**src/rtl/obl_pkg.sv**
```systemverilog
package obl_pkg;
  localparam int unsigned IDX_W         = 4;
  localparam int unsigned DATA_N        = 10;
  localparam int unsigned AUX_N         = 4;
  localparam int unsigned SINGLE_DATA_N = 8;
  localparam int unsigned LINES_N       = DATA_N + 1 + AUX_N;

  localparam logic [IDX_W-1:0] IDX_REMOTE   = 4'h8;
  localparam logic [IDX_W-1:0] IDX_ALL_DATA = 4'h9;
  localparam logic [IDX_W-1:0] IDX_AUX_BASE = 4'hA;
  localparam logic [IDX_W-1:0] IDX_ALL_AUX  = 4'hE;
  localparam logic [IDX_W-1:0] IDX_EVERY    = 4'hF;

  typedef struct packed {
    logic [DATA_N-1:0] data;
    logic              remote;
    logic [AUX_N-1:0]  aux;
  } line_vec_t;
endpackage

```
**src/rtl/obl_index_decode.sv**
```systemverilog
module obl_index_decode
  import obl_pkg::*;
(
  input  logic [IDX_W-1:0] idx,
  output line_vec_t        hit
);
  always_comb begin
    hit = '0;
    for (int k = 0; k < int'(SINGLE_DATA_N); k++) begin
      if (idx == IDX_W'(k)) hit.data[k] = 1'b1;
    end
    for (int k = 0; k < int'(AUX_N); k++) begin
      if (idx == IDX_AUX_BASE + IDX_W'(k)) hit.aux[k] = 1'b1;
    end
    if (idx == IDX_REMOTE) hit.remote = 1'b1;
    if (idx == IDX_ALL_DATA || idx == IDX_EVERY) hit.data = '1;
    if (idx == IDX_ALL_AUX  || idx == IDX_EVERY) hit.aux  = '1;
  end
endmodule

```
**src/rtl/obl_op_arbiter.sv**
```systemverilog
module obl_op_arbiter
  import obl_pkg::*;
(
  input  logic               clr_stb,
  input  logic               set_stb,
  input  line_vec_t          hit,
  output logic [LINES_N-1:0] clr_mask,
  output logic [LINES_N-1:0] set_mask
);
  // Clear wins: a set in the same cycle is dropped as a whole.
  always_comb begin
    clr_mask = clr_stb ? LINES_N'(hit) : '0;
    set_mask = (set_stb && !clr_stb) ? LINES_N'(hit) : '0;
  end
endmodule

```
**src/rtl/obl_latch_bank.sv**
```systemverilog
module obl_latch_bank #(
  parameter int unsigned W = 15
) (
  input  logic         clk,
  input  logic         rst,
  input  logic [W-1:0] clr_mask,
  input  logic [W-1:0] set_mask,
  output logic [W-1:0] q
);
  for (genvar b = 0; b < int'(W); b++) begin : g_line
    always_ff @(posedge clk) begin
      if (rst)              q[b] <= 1'b1;
      else if (clr_mask[b]) q[b] <= 1'b0;
      else if (set_mask[b]) q[b] <= 1'b1;
    end
  end
endmodule

```
**src/rtl/obl_port_latch.sv**
```systemverilog
module obl_port_latch
  import obl_pkg::*;
(
  input  logic              clk,
  input  logic              rst,
  input  logic [IDX_W-1:0]  idx_i,
  input  logic              clr_stb_i,
  input  logic              set_stb_i,
  output logic [DATA_N-1:0] data_o,
  output logic              remote_o,
  output logic [AUX_N-1:0]  aux_o
);
  line_vec_t          hit;
  logic [LINES_N-1:0] clr_mask;
  logic [LINES_N-1:0] set_mask;
  logic [LINES_N-1:0] q_flat;
  line_vec_t          q;

  obl_index_decode i_dec (
    .idx (idx_i),
    .hit (hit)
  );

  obl_op_arbiter i_arb (
    .clr_stb  (clr_stb_i),
    .set_stb  (set_stb_i),
    .hit      (hit),
    .clr_mask (clr_mask),
    .set_mask (set_mask)
  );

  obl_latch_bank #(.W(LINES_N)) i_bank (
    .clk      (clk),
    .rst      (rst),
    .clr_mask (clr_mask),
    .set_mask (set_mask),
    .q        (q_flat)
  );

  assign q        = line_vec_t'(q_flat);
  assign data_o   = q.data;
  assign remote_o = q.remote;
  assign aux_o    = q.aux;
endmodule

```
**config.mk**
```make
export PLATFORM = sky130hd
export DESIGN_NAME = obl_port_latch
export DESIGN_NICKNAME = d
export VERILOG_FILES = /design/src/rtl/obl_pkg.sv /design/src/rtl/obl_index_decode.sv /design/src/rtl/obl_op_arbiter.sv /design/src/rtl/obl_latch_bank.sv /design/src/rtl/obl_port_latch.sv
export SDC_FILE = /design/constraint.sdc
export NUM_CORES = 1
export LEC_CHECK = 0
export BUFFER_PORTS_ARGS = -buffer_cell sky130_fd_sc_hd__buf_2
export CELL_PAD_IN_SITES_DETAIL_PLACEMENT = 0
export CELL_PAD_IN_SITES_GLOBAL_PLACEMENT = 2
export CORE_UTILIZATION = 32
export CTS_CLUSTER_DIAMETER = 60
export CTS_CLUSTER_SIZE = 10
export DETAILED_ROUTE_END_ITERATION = 8
export PLACE_DENSITY_LB_ADDON = 0.15
export SETUP_SLACK_MARGIN = 0.1
export SYNTH_ARGS = -nofsm -noshare
export SYNTH_HDL_FRONTEND = slang
export SYNTH_SLANG_ARGS = --single-unit
```
**constraint.sdc**
```tcl
create_clock -name clk -period 3.2 [get_ports clk]
set_input_delay 0.48 -clock clk [delete_from_list [all_inputs] [get_ports clk]]
set_output_delay 0.48 -clock clk [all_outputs]
set_load 0.02 [all_outputs]
```
==> impl_metrics.json <==
{
  "status": "complete, no violations",
  "path_class": "primary input to register",
  "yosys_warnings": 0,
  "wire_per_inst_um": 14.8,
  "arrival_ns": 1.62,
  "cts_tree": "built",
  "place.gp.congestion": 0.731,
  "synth_nets": 104,
  "dp_hpwl_um": 1390,
  "synth_edf_count": 0,
  "coreArea_um2": 2500,
  "r2r_cells": 2,
  "fmax_mhz": 686,
  "yosysTopAreaCell": "dfxtp_1",
  "reg2reg_from": "i_bank.q[11]",
  "area_growth_pct": 13.4,
  "min_path_cells": 1,
  "hold_end": "i_bank.q[9]",
  "finalSetupViolations": 0,
  "yosysTopAreaCellShare_pct": 33.0,
  "antennaDiodeCount": 0,
  "ant_nets": 0,
  "cts.sinks": 14,
  "syn_avg_cell_area_um2": 8.85,
  "grt_pass1_vias": 706,
  "vias": 777,
  "clk-insertion-delay-late_ns": 0.27,
  "largest_register_ffs": 14,
  "hold_start": "i_bank.q[9]",
  "syn_inst": 96,
  "postCtsSetupRepairBufs": 0,
  "ys_seq_area_share_pct": 33.0,
  "drc": 0,
  "fin_crit_sh_pct": 45.5,
  "slew_headroom_pct": 71.6,
  "finalCriticalPeriod_ns": 1.46,
  "max_cap_viol_count": 0,
  "worstPathRequired_ns": 3.37,
  "fp.dieH_um": 53.5,
  "io_pins": 23,
  "antenna_found_initial": 0,
  "vdd_drop_max_mv": 0.293,
  "worstMarginPinSlew_ns": 0.426,
  "r2r_slack_ns": 2.28,
  "hold_buffers": 0,
  "grt_pass1_wl_um": 3260,
  "fillerInstances": 257,
  "row_count": 18,
  "final_cell_mix": "buf_2 (22), dfxtp_1 (14), o21ai_0 (5)",
  "r2r-end": "i_bank.q[11]",
  "vias_per_cell": 5.55,
  "synth_flop_cell": "dfxtp_1",
  "synth-seq-cells": 14,
  "drive_above_1_share_pct": 28.2,
  "synth_area_um2": 850,
  "dr.first_iter.drc_count": 11,
  "portBuffers": 22,
  "leakage_nw": 0.372,
  "start_kind": "primary input",
  "fin_tns_setup_ns": 0,
  "powerDensity_nw_per_um2": 416,
  "reg.largest.list": "i_bank.q (14)",
  "endpoint_kind": "register",
  "top_register": "i_bank.q",
  "final_nets": 119,
  "cts_root_buffer": "clkbuf_4",
  "fin_skew_ns": 0,
  "numCtsBuffers": 3,
  "grt_max_degree": 26,
  "synth.distinct_cells": 41,
  "synthTopCellsByArea": "dfxtp_1 (33%), a41o_1 (4.7%), a21o_1 (3.5%), a31oi_1 (2.9%), nand2b_1 (2.9%)",
  "die-area_um2": 2860,
  "overflow": 0,
  "async_flop_share_pct": 0,
  "drv_slew": 0,
  "layout_commonest_cell": "buf_2",
  "drt_pass1_iterations": 5,
  "h-tree-depth": 1,
  "grt.total_usage_pct": 16.2,
  "path_max_fanout": 19,
  "post-route-util_pct": 38.5,
  "finalHoldViolCount": 0,
  "rsz0062_at_grt": "false",
  "hp-class": "register to register",
  "cts.clk_slew.worst_paths_ns": 0.08,
  "wl_um": 2070,
  "start_util_pct": 34.0,
  "cts_resized": 0,
  "dieWidth_um": 53.5,
  "cts_buffer_depth": 2
}
[worst max-delay path, stage by stage]
cell     delay [ns]
buf_2          0.21
xnor2_2        0.32
nand4_1        0.24
a311o_1        0.37
[worst max-delay path by stage]
stage                              to     start  depth (start not counted)  slack, ns
after floorplan           i_bank.q[9]  idx_i[1]                          4       1.71
after global placement    i_bank.q[7]  idx_i[2]                          4       1.52
after detailed placement  i_bank.q[5]  idx_i[2]                          4       1.47
after CTS                 i_bank.q[5]  idx_i[2]                          4       1.77
after global routing      i_bank.q[5]  idx_i[2]                          4       1.68
final                     i_bank.q[5]  idx_i[1]                          4       1.74
[stage by stage]
step	hold WS (ns)	power (mW)	instances	setup WS, ns	instance area (um^2)
after detailed placement	0.480	0.274	136	1.47	927
final	0.498	0.400	140	1.74	963
after global placement	0.476	0.274	136	1.52	927
after CTS	0.504	0.410	140	1.77	963
after floorplan	0.569	0.254	96	1.71	850
after global routing	0.532	0.426	140	1.68	963
[power breakdown]
part           leakage (nW)  internal (mW)  switching (mW)  total [mW]
clock                0.0210         0.0692          0.0613       0.131
combinational         0.236         0.0303          0.0529      0.0832
sequential            0.115          0.183         0.00399       0.187
[cell families after synthesis]
family | after synthesis | share of synthesized area (%)
and+or+nand+nor | 31 | 23.1
DFF | 14 | 33.0
buffers and inverters | 15 | 9.57
AOI/OAI and AO/OA | 34 | 31.4
xor gates and xnor gates | 2 | 2.95
[cell usage after synthesis, drive strengths merged (2+ instances only)]
| cell type | number |
|---|---|
| a41o | 4 |
| a311o | 2 |
| a31o | 2 |
| a32oi | 2 |
| nor2 | 4 |
| clkbuf | 4 |
| xnor2 | 2 |
| nand4 | 4 |
| nand2b | 4 |
| o21ai | 5 |
| nand3 | 2 |
| inv | 3 |
| nor2b | 3 |
| and2 | 3 |
| dfxtp | 14 |
| buf | 8 |
| a21o | 4 |
| a21oi | 3 |
| a31oi | 4 |
| nor4b | 2 |
[per-layer routing]
metal | share of wire [%] | vias to the layer above | track usage [%] | wire [um]
met5 | 0 | - | 0 | 0
met4 | 0.72 | 0 | 2.63 | 15
met3 | 3.0 | 2 | 6.32 | 62
met2 | 46 | 13 | 25.6 | 955
met1 | 50 | 363 | 21.1 | 1040
li1 | - | 399 | - | -
[area by class of cell]
| class | instances | area, um^2 | share of cell area, % |
|---|---|---|---|
| Clock buffer | 4 | 36.3 | 3.77 |
| Timing Repair Buffer | 22 | 110 | 11.4 |
| Sequential cell | 14 | 280 | 29.1 |
| Tap cell | 30 | 37.5 | 3.90 |
| Inverter | 3 | 11.3 | 1.17 |
| Multi-Input combinational cell | 67 | 488 | 50.6 |
No activity file was read; power rests on OpenSTA's default activity.
